### src/rtl/usb_ls_tx_pkg.sv
package usb_ls_tx_pkg;

    typedef enum logic [2:0] {
        ST_IDLE,
        ST_LEAD,
        ST_DATA,
        ST_SE0,
        ST_TAIL
    } tx_state_e;

    localparam logic [7:0] SYNC_BYTE = 8'h80;
    localparam int         STUFF_RUN = 6;
    localparam int         EOP_SLOTS = 2;

endpackage

### src/rtl/usb_ls_tx_tick.sv
module usb_ls_tx_tick #(
    parameter int DIV = 32
) (
    input  logic clk,
    input  logic rst_n,
    input  logic clr,
    output logic tick
);
    localparam int             CW   = (DIV > 1) ? $clog2(DIV) : 1;
    localparam logic [CW-1:0]  LAST = CW'(DIV - 1);

    logic [CW-1:0] cnt;

    always_ff @(posedge clk or negedge rst_n) begin
        if (!rst_n) begin
            cnt <= '0;
        end else if (clr || cnt == LAST) begin
            cnt <= '0;
        end else begin
            cnt <= cnt + 1'b1;
        end
    end

    assign tick = (cnt == LAST) && !clr;

endmodule

### src/rtl/usb_ls_tx_enc.sv
module usb_ls_tx_enc
    import usb_ls_tx_pkg::*;
(
    input  logic clk,
    input  logic rst_n,
    input  logic load_idle,
    input  logic step,
    input  logic bit_i,
    output logic line_k,
    output logic stuff_due
);
    localparam int OW = $clog2(STUFF_RUN + 1);

    logic [OW-1:0] ones;
    logic          k_q;

    assign stuff_due = (ones == OW'(STUFF_RUN));
    assign line_k    = k_q;

    always_ff @(posedge clk or negedge rst_n) begin
        if (!rst_n) begin
            k_q  <= 1'b0;
            ones <= '0;
        end else if (load_idle) begin
            k_q  <= 1'b0;
            ones <= '0;
        end else if (step) begin
            if (stuff_due || !bit_i) begin
                k_q  <= ~k_q;
                ones <= '0;
            end else begin
                ones <= ones + 1'b1;
            end
        end
    end

endmodule

### src/rtl/usb_ls_tx_shift.sv
module usb_ls_tx_shift
    import usb_ls_tx_pkg::*;
#(
    parameter int LEN_W = 6
) (
    input  logic             clk,
    input  logic             rst_n,
    input  logic             init,
    input  logic [LEN_W-1:0] len_i,
    input  logic             take,
    input  logic [7:0]       byte_i,
    output logic             bit_o,
    output logic             empty_o,
    output logic             fetch_o,
    output logic [LEN_W-1:0] fetch_idx_o
);
    logic [7:0]       cur;
    logic [7:0]       nxt;
    logic [2:0]       bit_idx;
    logic [LEN_W-1:0] left;
    logic             empty_q;
    logic             fetch_q;
    logic [LEN_W-1:0] idx_q;

    assign bit_o       = cur[0];
    assign empty_o     = empty_q;
    assign fetch_o     = fetch_q;
    assign fetch_idx_o = idx_q;

    always_ff @(posedge clk or negedge rst_n) begin
        if (!rst_n) begin
            cur     <= '0;
            nxt     <= '0;
            bit_idx <= '0;
            left    <= '0;
            empty_q <= 1'b1;
            fetch_q <= 1'b0;
            idx_q   <= '0;
        end else if (init) begin
            cur     <= SYNC_BYTE;
            bit_idx <= '0;
            left    <= len_i;
            empty_q <= 1'b0;
            fetch_q <= (len_i != '0);
            idx_q   <= '0;
        end else begin
            fetch_q <= 1'b0;
            if (fetch_q) begin
                nxt <= byte_i;
            end
            if (take) begin
                if (bit_idx == 3'd7) begin
                    bit_idx <= '0;
                    if (left != '0) begin
                        cur  <= nxt;
                        left <= left - 1'b1;
                        if (left != LEN_W'(1)) begin
                            fetch_q <= 1'b1;
                            idx_q   <= idx_q + 1'b1;
                        end
                    end else begin
                        empty_q <= 1'b1;
                    end
                end else begin
                    cur     <= {1'b0, cur[7:1]};
                    bit_idx <= bit_idx + 1'b1;
                end
            end
        end
    end

endmodule

### src/rtl/usb_ls_tx.sv
module usb_ls_tx
    import usb_ls_tx_pkg::*;
#(
    parameter int CLK_DIV = 32,
    parameter int LEN_W   = 6
) (
    input  logic             clk,
    input  logic             rst_n,
    input  logic             start_i,
    input  logic [LEN_W-1:0] len_i,
    output logic             fetch_o,
    output logic [LEN_W-1:0] fetch_idx_o,
    input  logic [7:0]       byte_i,
    output logic             dp_o,
    output logic             dm_o,
    output logic             oe_o,
    output logic             done_o
);
    localparam int SW = $clog2(EOP_SLOTS);

    tx_state_e     state, state_n;
    logic          accept;
    logic          tick;
    logic          step;
    logic          take;
    logic          line_k;
    logic          stuff_due;
    logic          cur_bit;
    logic          empty;
    logic [SW-1:0] eop_cnt;
    logic          done_q;

    assign accept = (state == ST_IDLE) && start_i;
    assign step   = tick && ((state == ST_LEAD) ||
                    ((state == ST_DATA) && (stuff_due || !empty)));
    assign take   = step && !stuff_due;

    usb_ls_tx_tick #(.DIV(CLK_DIV)) u_tick (
        .clk   (clk),
        .rst_n (rst_n),
        .clr   (accept),
        .tick  (tick)
    );

    usb_ls_tx_enc u_enc (
        .clk       (clk),
        .rst_n     (rst_n),
        .load_idle (accept),
        .step      (step),
        .bit_i     (cur_bit),
        .line_k    (line_k),
        .stuff_due (stuff_due)
    );

    usb_ls_tx_shift #(.LEN_W(LEN_W)) u_shift (
        .clk         (clk),
        .rst_n       (rst_n),
        .init        (accept),
        .len_i       (len_i),
        .take        (take),
        .byte_i      (byte_i),
        .bit_o       (cur_bit),
        .empty_o     (empty),
        .fetch_o     (fetch_o),
        .fetch_idx_o (fetch_idx_o)
    );

    // state register
    always_ff @(posedge clk or negedge rst_n) begin
        if (!rst_n) begin
            state   <= ST_IDLE;
            eop_cnt <= '0;
            done_q  <= 1'b0;
        end else begin
            state  <= state_n;
            done_q <= (state == ST_TAIL) && tick;
            if (state != ST_SE0) begin
                eop_cnt <= '0;
            end else if (tick) begin
                eop_cnt <= eop_cnt + 1'b1;
            end
        end
    end

    // next-state logic
    always_comb begin
        state_n = state;
        unique case (state)
            ST_IDLE: if (start_i) state_n = ST_LEAD;
            ST_LEAD: if (tick)    state_n = ST_DATA;
            ST_DATA: if (tick && !stuff_due && empty) state_n = ST_SE0;
            ST_SE0:  if (tick && eop_cnt == SW'(EOP_SLOTS - 1)) state_n = ST_TAIL;
            ST_TAIL: if (tick)    state_n = ST_IDLE;
            default:              state_n = ST_IDLE;
        endcase
    end

    // outputs
    always_comb begin
        dp_o = 1'b0;
        dm_o = 1'b1;
        oe_o = 1'b0;
        unique case (state)
            ST_IDLE: begin
                dp_o = 1'b0;
                dm_o = 1'b1;
                oe_o = 1'b0;
            end
            ST_LEAD, ST_DATA: begin
                dp_o = line_k;
                dm_o = ~line_k;
                oe_o = 1'b1;
            end
            ST_SE0: begin
                dp_o = 1'b0;
                dm_o = 1'b0;
                oe_o = 1'b1;
            end
            ST_TAIL: begin
                dp_o = 1'b0;
                dm_o = 1'b1;
                oe_o = 1'b1;
            end
            default: begin
                dp_o = 1'b0;
                dm_o = 1'b1;
                oe_o = 1'b0;
            end
        endcase
    end

    assign done_o = done_q;

endmodule

### config.mk
export PLATFORM = sky130hd
export DESIGN_NAME = usb_ls_tx
export DESIGN_NICKNAME = d
export VERILOG_FILES = /design/src/rtl/usb_ls_tx_pkg.sv /design/src/rtl/usb_ls_tx_tick.sv /design/src/rtl/usb_ls_tx_enc.sv /design/src/rtl/usb_ls_tx_shift.sv /design/src/rtl/usb_ls_tx.sv
export SDC_FILE = /design/constraint.sdc
export NUM_CORES = 1
export LEC_CHECK = 0
export BUFFER_PORTS_ARGS = -buffer_cell sky130_fd_sc_hd__buf_2
export CORE_MARGIN = 1.5
export CORE_UTILIZATION = 62
export DETAILED_ROUTE_END_ITERATION = 10
export PLACE_DENSITY = 0.84
export SYNTH_ARGS = -nofsm -noshare
export SYNTH_HDL_FRONTEND = slang
export SYNTH_SLANG_ARGS = --single-unit
### constraint.sdc
create_clock -name clk -period 3.7 [get_ports clk]
set_input_delay 0.37 -clock clk [delete_from_list [all_inputs] [get_ports clk]]
set_output_delay 0.37 -clock clk [all_outputs]
set_load 0.01 [all_outputs]
==> results.md <==
* Status: finished, final reports clean
* CP endpoint kind: register
* Post-synth top flop: dfrtp_1
* Area Overhead vs Synth at 10.6%
* Pwr Density at 690 nW/um2
* Top post-synthesis cells by area: dfrtp_1, ha_1, a21oi_1, mux2i_1, mux2_2
* Initial antenna violation count at 0
* Core area at 3770 um2
* Share of post-route cells with drive strength above 1 at 21.6%
* Sequential cell area fraction in the yosys report at 46.7%
* # IOs at 28
* CP max FO at 20
* Final wirelength at 5090 um
* Cell Rows at 22
* Fin crit share at 77.3%
* DR pass1 iterations at 4
* Worst-Skew Late Latency at 0.30 ns
* IO Port Bufs at 27
* Routability Congestion at 0.802
* Fin nets at 290
* Hold Path Class: in -> async
* Grt met2 use at 39.6%
* Instance count of the mapped netlist at 242
* Worst slew margin at 31.8%
* Synth unique cells at 53
* WL/cell at 16.3 um
* Post-CTS sizing at 0
* Mean post-synth cell area at 10.4 um2
* Worst IR drop on VDD at 506 uV
* Cell Area, Placed at 2670 um2
* Synth warn at 0
* RSZ-0062 raised after global routing: no
* Setup Buffers After CTS at 0
* Worst path required time at 3.91 ns
* Commonest cells in the synthesized netlist: dfrtp_1, a21oi_1, nand2_1
* Antenna Cells at 0
* Fin area at 2790 um2
* Total number of vias at 2001
* Vias in the first global route at 1894
* # hold bufs at CTS at 0
* Total grt overflow at 0
* Initial Utilization at 66.8%
* Clk sinks at 47
* Die ar. at 4450 um2
* First-pass GRT wire length at 8630 um
* Finish-stage setup viols at 0
* Area leader, netlist: dfrtp_1
* Die H at 66.7 um
* Maxcap violations at 0
* GR Layer Usage met3 at 5.57%
* Startpoint types: register
* Crit path DAT at 3.07 ns
* Slew @ Worst Pin at 1.02 ns
* Largest net degree at the start of global routing at 48
* Clk_skew at 0.00754 ns
* Min Clock Period, post-route at 2.86 ns
* CTS root buf: clkbuf_8
* EDFF count, synth at 0
* Post-layout util at 73.9%
* Fmax at 349 MHz
* Async S/R FF share, synth at 100%
* CTS Buf Count at 5
* Residual DRC count at 0
* 1st-iter DRT viols at 180
* Met1 usage at 36.0%
* CTS tree: built
* Synth Cell Area at 2520 um2
* CTS max path bufs at 2
* Most frequent cell after synthesis: dfrtp_1
* Syn_nets at 269
* Routed vias/inst at 6.41
* Final ANT Viol Nets at 0
* Crit path kind: reg -> reg
* CTS HTree Levels at 2
* FF+latch count, synth at 47
* Die width at 66.7 um
* All-Layer GR Usage at 26.0%
* P_leak at 1.21 nW
* Final Hold Viols at 0
* Most Crowded Layer GR: met2
* Final Slew Violations at 0
* Dpl hpwl at 3430 um
* Setup TNS at 0 ns
* Clock transition at the registers of the reported paths at 0.09 ns
* Area share of the largest cell type after synthesis at 45.7%
[logic make-up after synthesis]
logic type                 Yosys count  synth area share [%]
AOI/OAI and AO/OA                   65                  18.0
xor gates and xnor gates             4                  1.39
adders and majority gates           10                  4.97
buffers and inverters               18                  2.93
DFF                                 47                  46.7
muxes                               17                  7.15
and+or+nand+nor                     81                  18.8
[cell usage in the layout (no fill, tap or decap), drive strengths merged, types with 4 or more instances in the layout]
cell    count
a21oi      21
a311oi      7
a31o        4
a31oi       4
buf        28
clkbuf      6
dfrtp      46
ha         10
inv         4
mux2        8
mux2i       9
nand2      21
nand2b      4
nand3       9
nand4       4
nor2        7
nor3        8
o21ai      11
or4         7
[sequential cells by signal, indices dropped and copies added, names as in the netlist]
register	cells
u_shift.bit_idx	3
u_tick.cnt	5
done_o	1
u_shift.cur	8
eop_cnt	1
u_enc.line_k	1
state	3
u_shift.fetch_idx_o	6
u_shift.empty_o	1
u_shift.left	6
u_shift.fetch_o	1
u_shift.nxt	8
u_enc.ones	3
[worst paths after layout]
check | startpoint | end | slack (ns) | depth (start not counted)
max reg2reg | u_tick.cnt[0] | u_shift.cur[1] | 0.84 | 7
max | u_tick.cnt[0] | u_shift.cur[1] | 0.84 | 7
min reg2reg | u_tick.cnt[0] | u_tick.cnt[0] | 0.48 | 1
max in group asynchronous | rst_n | u_shift.nxt[3] | 2.82 | 1
min | rst_n | u_enc.line_k | 0.23 | 1
min in group clk | len_i[1] | u_shift.left[1] | 0.29 | 3
[critical path: stages (launching register included)]
cell and delay [ns]:
dfrtp_1 0.38, ha_1 0.20, and3_1 0.17, ha_1 0.40, nor2b_1 0.58, o211a_1 0.63, a21oi_1 0.13, a311oi_1 0.28
[metrics by stage]
step	worst slack (ns)	hold slack [ns]	std cells	total power [mW]
after global routing	0.518	0.286	312	2.07
after CTS	0.839	0.268	312	1.93
final	0.838	0.228	312	1.92
after detailed placement	0.880	0.475	304	1.53
after floorplan	1.68	0.0744	242	1.35
after global placement	1.05	0.456	304	1.49
[power breakdown]
part	leakage, nW	total (mW)	switching [mW]	internal, mW
clock	0.0612	0.396	0.178	0.219
sequential	0.575	0.933	0.200	0.733
combinational	0.569	0.594	0.299	0.295
total	1.21	1.92	0.676	1.25
[area by class of cell]
cell class / instances / area [um2]
clock inverters: 2 / 35.0
inverters: 4 / 15.0
well taps: 48 / 60.1
clock buffers: 6 / 82.6
repair buffers: 28 / 143
multi-input cells: 177 / 1270
flip-flops and latches: 47 / 1180
fillers: 264 / 985
[routing by layer]
layer  wire, um  vias up  share of wire [%]
met5          0        -                  0
met4         69        0                1.4
met3        199        8                3.9
met2       2410       52                 47
met1       2410      986                 47
li1           -      955                  -
No activity file was read; power rests on OpenSTA's default activity.
